<file path="config.mk">
export PLATFORM = sky130hd
export DESIGN_NAME = pinbank_ctrl
export DESIGN_NICKNAME = d
export VERILOG_FILES = /design/src/rtl/pinbank_pkg.sv /design/src/rtl/pinbank_regs.sv /design/src/rtl/pinbank_sync.sv /design/src/rtl/pinbank_rdmux.sv /design/src/rtl/pinbank_ctrl.sv
export SDC_FILE = /design/constraint.sdc
export NUM_CORES = 1
export LEC_CHECK = 0
export BUFFER_PORTS_ARGS = -buffer_cell sky130_fd_sc_hd__buf_2
export CAP_MARGIN = 0
export CORE_MARGIN = 2
export CORE_UTILIZATION = 45
export DETAILED_ROUTE_END_ITERATION = 10
export PLACE_DENSITY = 0.81
export SLEW_MARGIN = 20
export SYNTH_ARGS = -nofsm -noshare
export SYNTH_HDL_FRONTEND = slang
export SYNTH_SLANG_ARGS = --single-unit
</file>
<file path="constraint.sdc">
create_clock -name clk -period 2.8 [get_ports clk]
set_clock_uncertainty 0.1 [all_clocks]
set_input_delay 0 -clock clk [delete_from_list [all_inputs] [get_ports clk]]
set_output_delay 0 -clock clk [all_outputs]
set_load 0.01 [all_outputs]
</file>
<file path="src/rtl/pinbank_pkg.sv">
package pinbank_pkg;

    typedef enum logic [2:0] {
        AD_PORT  = 3'd0,
        AD_LATCH = 3'd1,
        AD_DIR   = 3'd2,
        AD_ANSEL = 3'd3,
        AD_SLEW  = 3'd4
    } pb_addr_e;

    localparam logic SLEW_RESET = 1'b1;

endpackage

</file>
<file path="src/rtl/pinbank_regs.sv">
module pinbank_regs #(
    parameter int W      = 8,
    parameter int ADDR_W = 3
) (
    input  logic              clk,
    input  logic              rst_n,
    input  logic              wr_en,
    input  logic [ADDR_W-1:0] addr,
    input  logic [W-1:0]      wr_data,
    output logic [W-1:0]      latch_q,
    output logic [W-1:0]      dir_q,
    output logic [W-1:0]      ansel_q,
    output logic              slew_q
);
    import pinbank_pkg::*;

    typedef struct packed {
        logic [W-1:0] latch;
        logic [W-1:0] dir;
        logic [W-1:0] ansel;
        logic         slew;
    } regs_t;

    regs_t r_d, r_q;

    always_comb begin
        r_d = r_q;
        if (wr_en) begin
            case (addr)
                AD_PORT,
                AD_LATCH: r_d.latch = wr_data;
                AD_DIR:   r_d.dir   = wr_data;
                AD_ANSEL: r_d.ansel = wr_data;
                AD_SLEW:  r_d.slew  = wr_data[0];
                default:  r_d       = r_q;
            endcase
        end
    end

    always_ff @(posedge clk or negedge rst_n) begin
        if (!rst_n) begin
            r_q.latch <= '0;
            r_q.dir   <= '1;
            r_q.ansel <= '1;
            r_q.slew  <= SLEW_RESET;
        end else begin
            r_q <= r_d;
        end
    end

    assign latch_q = r_q.latch;
    assign dir_q   = r_q.dir;
    assign ansel_q = r_q.ansel;
    assign slew_q  = r_q.slew;

endmodule

</file>
<file path="src/rtl/pinbank_sync.sv">
module pinbank_sync #(
    parameter int W      = 8,
    parameter int STAGES = 2
) (
    input  logic         clk,
    input  logic         rst_n,
    input  logic [W-1:0] pin_in,
    output logic [W-1:0] pin_sync
);
    logic [STAGES-1:0][W-1:0] stage_d, stage_q;

    always_comb begin
        stage_d[0] = pin_in;
        for (int s = 1; s < STAGES; s++) begin
            stage_d[s] = stage_q[s-1];
        end
    end

    always_ff @(posedge clk or negedge rst_n) begin
        if (!rst_n) begin
            stage_q <= '0;
        end else begin
            stage_q <= stage_d;
        end
    end

    assign pin_sync = stage_q[STAGES-1];

endmodule

</file>
<file path="src/rtl/pinbank_rdmux.sv">
module pinbank_rdmux #(
    parameter int W      = 8,
    parameter int ADDR_W = 3
) (
    input  logic [ADDR_W-1:0] addr,
    input  logic [W-1:0]      pin_sync,
    input  logic [W-1:0]      latch_q,
    input  logic [W-1:0]      dir_q,
    input  logic [W-1:0]      ansel_q,
    input  logic              slew_q,
    output logic [W-1:0]      rd_data
);
    import pinbank_pkg::*;

    logic [W-1:0] gated;

    for (genvar i = 0; i < W; i++) begin : g_gate
        assign gated[i] = pin_sync[i] & ~ansel_q[i];
    end

    always_comb begin
        rd_data = '0;
        case (addr)
            AD_PORT:  rd_data = gated;
            AD_LATCH: rd_data = latch_q;
            AD_DIR:   rd_data = dir_q;
            AD_ANSEL: rd_data = ansel_q;
            AD_SLEW:  rd_data[0] = slew_q;
            default:  rd_data = '0;
        endcase
    end

endmodule

</file>
<file path="src/rtl/pinbank_ctrl.sv">
module pinbank_ctrl #(
    parameter int W      = 8,
    parameter int ADDR_W = 3,
    parameter int STAGES = 2
) (
    input  logic              clk,
    input  logic              rst_n,
    input  logic              wr_en,
    input  logic [ADDR_W-1:0] addr,
    input  logic [W-1:0]      wr_data,
    output logic [W-1:0]      rd_data,
    input  logic [W-1:0]      pin_in,
    output logic [W-1:0]      pin_out,
    output logic [W-1:0]      pin_oe,
    output logic              slew_reduced
);
    logic [W-1:0] latch_q, dir_q, ansel_q, pin_sync;
    logic         slew_q;

    pinbank_regs #(.W(W), .ADDR_W(ADDR_W)) u_regs (
        .clk     (clk),
        .rst_n   (rst_n),
        .wr_en   (wr_en),
        .addr    (addr),
        .wr_data (wr_data),
        .latch_q (latch_q),
        .dir_q   (dir_q),
        .ansel_q (ansel_q),
        .slew_q  (slew_q)
    );

    pinbank_sync #(.W(W), .STAGES(STAGES)) u_sync (
        .clk      (clk),
        .rst_n    (rst_n),
        .pin_in   (pin_in),
        .pin_sync (pin_sync)
    );

    pinbank_rdmux #(.W(W), .ADDR_W(ADDR_W)) u_rdmux (
        .addr     (addr),
        .pin_sync (pin_sync),
        .latch_q  (latch_q),
        .dir_q    (dir_q),
        .ansel_q  (ansel_q),
        .slew_q   (slew_q),
        .rd_data  (rd_data)
    );

    for (genvar i = 0; i < W; i++) begin : g_pad
        assign pin_out[i] = latch_q[i];
        assign pin_oe[i]  = ~dir_q[i];
    end

    assign slew_reduced = slew_q;

endmodule

</file>
==> results of run 1 <==
[repair_timing]
item	4_1_cts	5_1_grt
endpoints found under the setup margin	0	0
hold endpoints to repair	57	0
hold buffers	17	0
[metrics by stage]
stage / utilization / setup WS [ns] / hold WS, ns
2_1_floorplan: - / 1.74 / -0.396
6_report: 0.602 / 1.22 / 0.0889
3_3_place_gp: 0.533 / 1.33 / 0.00786
4_1_cts: 0.602 / 1.22 / 0.0833
3_5_place_dp: 0.533 / 1.21 / 0.00963
5_1_grt: 0.602 / 1.16 / 0.117
[tightest hold or removal path: stages]
cell     delay [ns]
buf_2          0.13
nand2_1        0.06
nor3_1         0.04
mux2_2         0.22
[registers in the layout (all words and copies together) (netlist names)]
| name | count |
|---|---|
| u_regs.ansel_q | 8 |
| u_sync.pin_sync | 8 |
| u_regs.dir_q | 8 |
| u_regs.slew_q | 1 |
| u_regs.latch_q | 8 |
| u_sync.stage_d | 8 |
[cells in the mapped netlist, drive strengths merged]
cell    count  area [µm²]
o21ai       8        47.6
nor2        8        30.0
nand3b      1        7.51
nor4bb      1        10.0
mux2i       7        70.1
mux2       17         191
inv         8        30.0
a221oi      8        70.1
a21boi      1        7.51
buf         8        66.3
dfrtp      24         601
a211oi      7        52.6
nor3        1        5.00
o32ai       1        8.76
dfstp      17         447
nand2      10        42.5
nand4b      1        15.0
nor3b       1        18.8
o21a        1        7.51
[layout make-up]
type,instances,area (µm²)
inverters,8,30.0
well taps,48,60.1
clock buffers,6,72.6
fillers,311,1470
flip-flops and latches,41,1050
multi-input cells,73,599
clock inverters,2,10.0
repair buffers,63,400
[power groups by stage]
stage	Combinational (µW)	Clock, µW	Sequential, µW
2_1_floorplan	163	0	780
3_3_place_gp	276	0	775
3_5_place_dp	285	0	782
4_1_cts	305	377	771
5_1_grt	332	406	781
6_report	302	365	770
[how the worst max path moves through the flow]
stage                                              from                     endpoint  slack [ns]  cells after the start
final                     u_regs.ansel_q[0]$_DFFE_PN1P_                   rd_data[0]        1.22                      4
after global routing      u_regs.ansel_q[0]$_DFFE_PN1P_                   rd_data[0]        1.16                      4
after CTS                 u_regs.ansel_q[0]$_DFFE_PN1P_                   rd_data[0]        1.22                      4
after detailed placement                        addr[0]  u_regs.dir_q[0]$_DFFE_PN1P_        1.21                      3
after global placement                          addr[0]  u_regs.dir_q[0]$_DFFE_PN1P_        1.33                      4
after floorplan               u_regs.slew_q$_DFFE_PN1P_                   rd_data[0]        1.74                      3
[kinds of logic (layout without fill, tap and decap cells)]
kind of cell           after synthesis  after routing
multiplexers                        24             24
buffers and inverters               16             79
AND/OR/NAND/NOR                     23             23
AO/OA/AOI/OAI                       26             26
flip-flops                          41             41
[routing by layer]
metal  global-route usage  routed length (µm)  vias up
li1                     -                   -      587
met4               0.0867                  59        0
met2                0.324                1870       37
met3               0.0545                 196        6
met5                    0                   0        -
met1                0.200                1450      621
==> metrics.txt, run 1 <==
Power Density=around 650 nW/µm²; total global-route track usage=0.183; multiplexer share of the synthesized area=0.151; first-pass GRT wire length=slightly below 6000 µm; average size of a mapped cell=between 10 and 15 µm²; YS warnings=0; r2r startpoint=u_regs.dir_q[2]$_DFFE_PN1P_; Area Growth Syn to Fin=28.5%; Arr. time, crit path=approximately 1.5 ns; adder-cell share of the synthesized area=0; Post-Layout Inst Area=~2200 µm²; WL/cell=~15 µm; post-layout min period=between 1.5 and 2 ns; RSZ-0062 raised after global routing=no; cell breakdown of the critical path=nor2_1 > a221oi_1 > o32ai_1 > buf_2; crit path capture type=primary output; Worst-Skew Late Latency=just under 0.3 ns; Logic pwr share=0.210; Port Buffers=between 40 and 50; max-cap violations=0; Congestion Overflow GR=0; Psw=about 400 µW; starting density of the core=0.468; Worst VDD drop=around 0.46 mV; post-synthesis sequential area ratio=0.606; switching part of the total power=0.276; Die Y=around 66 µm; Hold Vio Cnt, Final=0; data required time of the worst path=between 2 and 3 ns; CORE AREA=~3700 µm²; hpwl dp=between 2000 and 2500 µm; Mapped Area=between 1500 and 2000 µm²; Finished Layout Cells=241; Static Leak=around 0.001 µW; max incr delay on CP=roughly 0.54 ns; CTS H-tree lvls=2; Post-CTS Setup Bufs=0; CTS tree=built; total power=1440 µW; routed wire length=3580 µm; CP startpoint kind=flip-flop; initial drt markers=between 50 and 60; # DRC=0; I/O Pins=47; # clock sinks=41; FMAX=635 MHz; root buf cell=clkbuf_8; num rows=22; sequential share of power=0.536; combinational family with the most area after synthesis=multiplexers; CTS clk-pin slew, worst paths=~0.07 ns; clock buffer depth=2; Setup violations, final=0; r2r setup slk=about 1.9 ns; commonest cells after routing, fill and taps aside=46 x buf_2, 24 x dfrtp_1, 17 x mux2_2, 17 x dlygate4sd3_1, 17 x dfstp_2; Synth Area in XOR/XNOR=0; Worst-Margin Slew=around 0.87 ns; Pre-Repair DR Iteration Count=4; Worst Hold End=u_regs.slew_q$_DFFE_PN1P_; final worst path period share=0.563; # nets final=between 200 and 250; CP top delay family=flip-flops; Inst Count DP=around 220; hold path cells=4; synthesized flop and latch total=41; die area=4350 µm²; Hold Crit Start=wr_en; Final Max Tran Viols=0; post-synthesis compound-gate area fraction=0.112; pin count of the biggest net entering global routing=42; Synth Net Count=~150; CP Buf/Inv Count=1; Slew headroom=0.416; Vias/cell=slightly above 5; initial antenna violation count=0; Post-CTS Resized=0; Setup Crit Path Kind=flip-flop to primary output; Clock power frac=0.254; fraction of layout cells with a size suffix above 1=0.487; n_diodes=0; Synth Instances=130; GP Congestion=0.701; Post-DP Area=slightly below 2000 µm²; cell-internal power=between 1000 and 1500 µW; CP Max Fanout=3; vias in the first global route=between 1,000 and 1,500; FF-to-FF End=u_regs.dir_q[2]$_DFFE_PN1P_; remaining antenna violation count=0; Via Count=1,251; post-synthesis simple-gate area fraction=0.0746; TritonCTS buffer count=5; number of distinct library cells after synthesis=24; total negative slack=0 ns; CP max stage cell=dfstp_2; most common cell after layout, fill and taps aside=buf_2; Worst Hold Class=primary input to flip-flop; Die W=approximately 66 µm; status=finished, final reports clean; Worst Reg-to-Reg Cells=2
No activity file was read; power rests on OpenSTA's default activity.
==> run 2: changes to the inputs <==
Clock period 2.8 ns to 1.55 ns, I/O delays scaled along.
==> run 2 against run 1 <==
Flip-flop and latch count stayed put. Worst setup slack worse by 1.2 ns. Final cell count up 1.7%. Global-route usage down 1.2 points. Design area increased by 3.2%. Highest routed layer unchanged. Sequential share of layout area shrank 1.5 points. First-iteration DRC count decreased by 61%. Clock-buffer cell count rose by 2. Worst hold slack better by 0.0013 ns.
==> metrics.txt, run 2 (same netlist as run 1, synthesis figures left out) <==
I/O Pins=47 (unchanged); Worst Reg-to-Reg Cells=2 (unchanged); data required time of the worst path=1.45 ns (-1.25 ns); GRT met2 Usage=0.278 (-0.0467); Worst-Skew Late Latency=0.28 ns (about the same); worst setup path start=u_regs.ansel_q[0]$_DFFE_PN1P_; Setup Crit Path Kind=flip-flop to primary output; GP Congestion=0.743 (+6.1%); Die W=66.0 µm (unchanged); CP Buf/Inv Count=1 (unchanged); Final Max Tran Viols=0 (unchanged); Worst VDD drop=0.736 mV (+61%); Vias/cell=5.15 (-0.85%); Finished Layout Cells=245 (+1.7%); CTS clk-pin slew, worst paths=0.07 ns (about the same); Pre-Repair DR Iteration Count=4 (unchanged); starting density of the core=0.468 (unchanged); commonest cells after routing, fill and taps aside=46 x buf_2, 24 x dfrtp_1, 17 x mux2_2, 17 x dlygate4sd3_1, 17 x dfstp_2; first-pass GRT wire length=5550 µm (-5.3%); post-layout min period=between 1.5 and 2 ns; CP Max Fanout=3 (unchanged); final worst path period share=0.970; Static Leak=0.00103 µW (+3.0%); r2r setup slk=0.58 ns (-1.28 ns); # nets final=218 (+1.9%); Worst-Margin Slew=0.635 ns (-0.240 ns); status=finished, final reports clean; FF-to-FF End=u_regs.dir_q[2]$_DFFE_PN1P_; pin count of the biggest net entering global routing=42 (unchanged); CP max stage cell=dfstp_2; Post-Route Utilization=0.621 (+0.0193); routed wire length=3540 µm (-1.1%); GR peak layer=met2; CTS H-tree lvls=2 (unchanged); RSZ-0062 raised after global routing=yes; hold path cells=4 (unchanged); Power Density=1140 nW/µm² (+76%); Arr. time, crit path=1.40 ns (-0.08 ns); die area=4350 µm² (unchanged); FMAX=665 MHz; max incr delay on CP=0.54 ns (about the same); crit path capture type=primary output; Via Count=1,261 (+0.80%); fraction of layout cells with a size suffix above 1=0.513 (+0.0256); clock buffer depth=2 (unchanged); Inst Count DP=220 (+1.9%); CORE AREA=3690 µm² (unchanged); total power=2610 µW (+82%); Worst Hold End=u_regs.slew_q$_DFFE_PN1P_; CP top delay family=flip-flops; most common cell after layout, fill and taps aside=buf_2; M1 GR Usage=0.211 (+0.0117); # DRC=0 (unchanged); max-cap violations=0 (unchanged); total negative slack=0 ns (unchanged); WL/cell=14.5 µm (-2.7%); vias in the first global route=1,235 (-7.6%); Congestion Overflow GR=0 (unchanged); Levels on crit path=3 (-1); Worst Hold Class=primary input to flip-flop; num rows=22 (unchanged); root buf cell=clkbuf_8; Hold Vio Cnt, Final=0 (unchanged); remaining antenna violation count=0 (unchanged); Die Y=66.0 µm (unchanged); r2r startpoint=u_regs.dir_q[2]$_DFFE_PN1P_; routing usage on met3=0.0494 (-0.00511); CTS tree=built; hpwl dp=2350 µm (+1.9%); cell breakdown of the critical path=a21boi_0 > o32ai_1 > buf_2; Post-DP Area=2010 µm² (+2.2%); Hold Crit Start=wr_en; n_diodes=0 (unchanged); Slew headroom=0.577 (+0.161); Setup violations, final=0 (unchanged); # clock sinks=41 (unchanged); Port Buffers=46 (unchanged); initial drt markers=22 (-61%); CP startpoint kind=flip-flop; Area Growth Syn to Fin=32.6%; TritonCTS buffer count=5 (unchanged); initial antenna violation count=0 (unchanged); Post-Layout Inst Area=2290 µm² (+3.2%); total global-route track usage=0.171 (-0.0119)
==> run 2: cell types whose count changed in the layout (fill, tap and decap cells not counted) <==
| cell | before | now |
|---|---|---|
| clkbuf_1 | 1 | 3 |
| buf_12 | 0 | 1 |
| clkinv_2 | 2 | 0 |
| buf_4 | 0 | 3 |
| a221oi_2 | 0 | 5 |
| a221oi_1 | 8 | 3 |
==> run 2: worst max path at each step <==
| stage | end |
|---|---|
| CTS | rd_data[0] |
| detailed placement | u_regs.ansel_q[1]$_DFFE_PN1P_ |
| finish | rd_data[0] |
| global route | rd_data[0] |
| floorplan | rd_data[0] |
| global placement | u_regs.latch_q[7]$_DFFE_PN0P_ |
==> run 2: worst min-delay path, delay by kind of cell <==
family / cells / cell delay (ns)
and+or+nand+nor: 2 / 0.11
muxes: 1 / 0.21
buffers and inverters: 1 / 0.13
==> run 2: area by class of cell <==
type / count / area, µm²
Clock buffer: 8 / 80.1
Timing Repair Buffer: 67 / 443
Fill cell: 282 / 1400
Tap cell: 48 / 60.1
Sequential cell: 41 / 1050
Inverter: 8 / 30.0
Multi-Input combinational cell: 73 / 631
==> run 2: power by group <==
| part | switching [µW] | internal (µW) |
|---|---|---|
| sequential | 106 | 1300 |
| combinational | 278 | 288 |
| clock | 324 | 320 |
==> run 2: stage by stage <==
stage / worst slack, ns / hold WS [ns]
final: 0.0458 / 0.0902
after global routing: -0.0193 / 0.110
after CTS: 0.00253 / 0.0817
after detailed placement: 0.190 / -0.115
after global placement: 0.225 / -0.123
after floorplan: 0.490 / -0.396
==> run 2: timing repair <==
action,4_1_cts,5_1_grt
gates resized for setup,0,5
setup buffers,0,0
pin swaps,2,4
hold buffers,17,0
setup endpoints to repair,1,7
endpoints found under the hold margin,74,0
==> run 2: layer usage <==
layer	up-vias	wire, µm
met2	32	1710
met4	0	67
li1	594	-
met3	7	202
met1	628	1560
met5	-	0
==> run 3: changes to the inputs <==
Settings changed: CORE_UTILIZATION 45 to 30, PLACE_DENSITY 0.81 to 0.62.
==> run 3 against run 2 <==
Global-route usage shrank 4.4 points. Worst setup slack gained 0.0014 ns. Non-clock buffer count grew 2. Die area grew 47%. First-iteration DRC count grew 100%. Critical endpoint unchanged. Largest power group unchanged.
==> metrics.txt, run 3 (same netlist as run 1, synthesis figures left out) <==
routed wire length=3730 µm (+5.3%); Final Max Tran Viols=0 (unchanged); Port Buffers=46 (unchanged); first-pass GRT wire length=6220 µm (+12%); Post-Route Utilization=0.430 (-0.191); Die W=79.9 µm (+21%); Hold Vio Cnt, Final=0 (unchanged); hold slack=0.0573 ns (-0.0330 ns); CTS H-tree lvls=2 (unchanged); root buf cell=clkbuf_8; Post-Layout Inst Area=2380 µm² (+4.0%); CP max stage cell=dfstp_2; Post-DP Area=2040 µm² (+1.6%); num rows=27 (+23%); WL/cell=13.8 µm (-4.8%); Worst-Skew Late Latency=0.29 ns (about the same); TritonCTS buffer count=5 (unchanged); # clock sinks=41 (unchanged); total global-route track usage=0.127 (-0.0445); CP Buf/Inv Count=1 (unchanged); most common cell after layout, fill and taps aside=buf_2; pin count of the biggest net entering global routing=24 (-43%); Worst Hold Class=primary input to flip-flop; CTS tree=built; RSZ-0062 raised after global routing=yes; Worst-Margin Slew=0.489 ns (-0.146 ns); post-layout min period=1.50 ns (-0.00145 ns); cell breakdown of the critical path=nor2_2 > a221oi_2 > o32ai_2 > buf_2; CP startpoint kind=flip-flop; Area Growth Syn to Fin=37.9%; r2r startpoint=u_regs.dir_q[2]$_DFFE_PN1P_; initial drt markers=45 (+100%); fraction of layout cells with a size suffix above 1=0.563 (+0.0501); # nets final=220 (+0.92%); data required time of the worst path=1.45 ns (about the same); FF-to-FF End=u_regs.dir_q[2]$_DFFE_PN1P_; setup ws final=0.0473 ns (+0.00145 ns); CORE AREA=5540 µm² (+50%); starting density of the core=0.312 (-0.157); clock buffer depth=2 (unchanged); Setup Crit Path Kind=flip-flop to primary output; pre-CTS WS=0.243 ns (+0.0532 ns); status=finished, final reports clean; Via Count=1,253 (-0.63%); n_diodes=0 (unchanged); max incr delay on CP=0.55 ns (about the same); Setup violations, final=0 (unchanged); Congestion Overflow GR=0 (unchanged); Worst VDD drop=0.895 mV (+22%); hpwl dp=2620 µm (+12%); CTS clk-pin slew, worst paths=0.07 ns (about the same); max-cap violations=0 (unchanged); Power Density=1180 nW/µm² (+3.6%); die area=6380 µm² (+47%); Die Y=79.9 µm (+21%); I/O Pins=47 (unchanged); FMAX=665 MHz (about the same); Vias/cell=4.62 (-10%); CP top delay family=flip-flops; initial antenna violation count=0 (unchanged); r2r setup slk=0.63 ns (+0.05 ns); Static Leak=0.00106 µW (+2.6%); critical path endpoint=rd_data[0]; remaining antenna violation count=0 (unchanged); Arr. time, crit path=1.40 ns (about the same); CP Max Fanout=3 (unchanged); vias in the first global route=1,224 (-0.89%); worst setup path start=u_regs.ansel_q[0]$_DFFE_PN1P_; GP Congestion=0.728 (-2.1%); Worst Reg-to-Reg Cells=2 (unchanged); Slew headroom=0.674 (+0.0967); commonest cells after routing, fill and taps aside=46 x buf_2, 24 x dfrtp_1, 17 x mux2_2, 17 x dlygate4sd3_1, 17 x dfstp_2; Levels on crit path=4 (+1); final worst path period share=0.969 (about the same); # DRC=0 (unchanged); crit path capture type=primary output; Pre-Repair DR Iteration Count=4 (unchanged)
==> run 3: changes by cell type in the layout (fill, tap and decap cells not counted), moves of 2 or more <==
cell / before / now
buf_4: 3 / 6
nor2_2: 0 / 2
a211oi_2: 0 / 2
clkbuf_1: 3 / 1
a211oi_1: 7 / 5
nor2_1: 8 / 6
==> run 3: worst min-delay path by stage <==
stage                from                       endpoint  slack (ns)  cells after the start
floorplan           rst_n  u_regs.latch_q[0]$_DFFE_PN0P_       -0.40                      0
global placement    rst_n   u_sync.stage_d[11]$_DFF_PN0_       -0.11                      1
detailed placement  rst_n   u_sync.stage_d[12]$_DFF_PN0_       -0.11                      1
CTS                 wr_en    u_regs.dir_q[0]$_DFFE_PN1P_        0.04                      4
global route        wr_en    u_regs.dir_q[0]$_DFFE_PN1P_         0.1                      4
finish              wr_en    u_regs.dir_q[0]$_DFFE_PN1P_        0.06                      4
==> run 3: metal layers <==
| layer | vias to the layer above | share of wire | global-route usage | wire length [µm] |
|---|---|---|---|---|
| met4 | 0 | 0.0067 | 0.0407 | 25 |
| li1 | 596 | - | - | - |
| met1 | 616 | 0.49 | 0.184 | 1840 |
| met3 | 3 | 0.051 | 0.0294 | 191 |
| met2 | 38 | 0.45 | 0.186 | 1680 |
| met5 | - | 0 | 0 | 0 |
==> run 3: final cells by class <==
type	instances	area, µm²
clock buffers	6	72.6
clock inverters	2	35.0
fillers	531	3160
inverters	8	30.0
multi-input cells	73	662
flip-flops and latches	41	1050
well taps	72	90.1
repair buffers	69	445
==> run 3: repair_timing <==
item / in CTS / in global routing
setup buffers: 0 / 0
hold buffers: 17 / 0
endpoints found under the setup margin: 2 / 6
hold endpoints to repair: 65 / 0
pin swaps: 2 / 3
resized for setup: 0 / 12
==> run 3: report_power, final <==
| part | total [µW] | switching [µW] | internal (µW) |
|---|---|---|---|
| registers | 1410 | 112 | 1300 |
| clock network | 828 | 350 | 478 |
| logic | 577 | 283 | 294 |
==> run 3: metrics by stage <==
step	TNS [ns]	cells	total power, µW
after floorplan	0	130	1700
after global placement	0	246	1930
after detailed placement	0	246	1940
after CTS	0	271	2810
after global routing	-0.0805	271	2970
final	0	271	2810
==> run 3: worst register-to-register path, delay by kind of cell (launching register included) <==
family                 cells  cell delay (ns)
DFF                        1             0.54
AOI/OAI and AO/OA          1             0.16
buffers and inverters      1             0.05
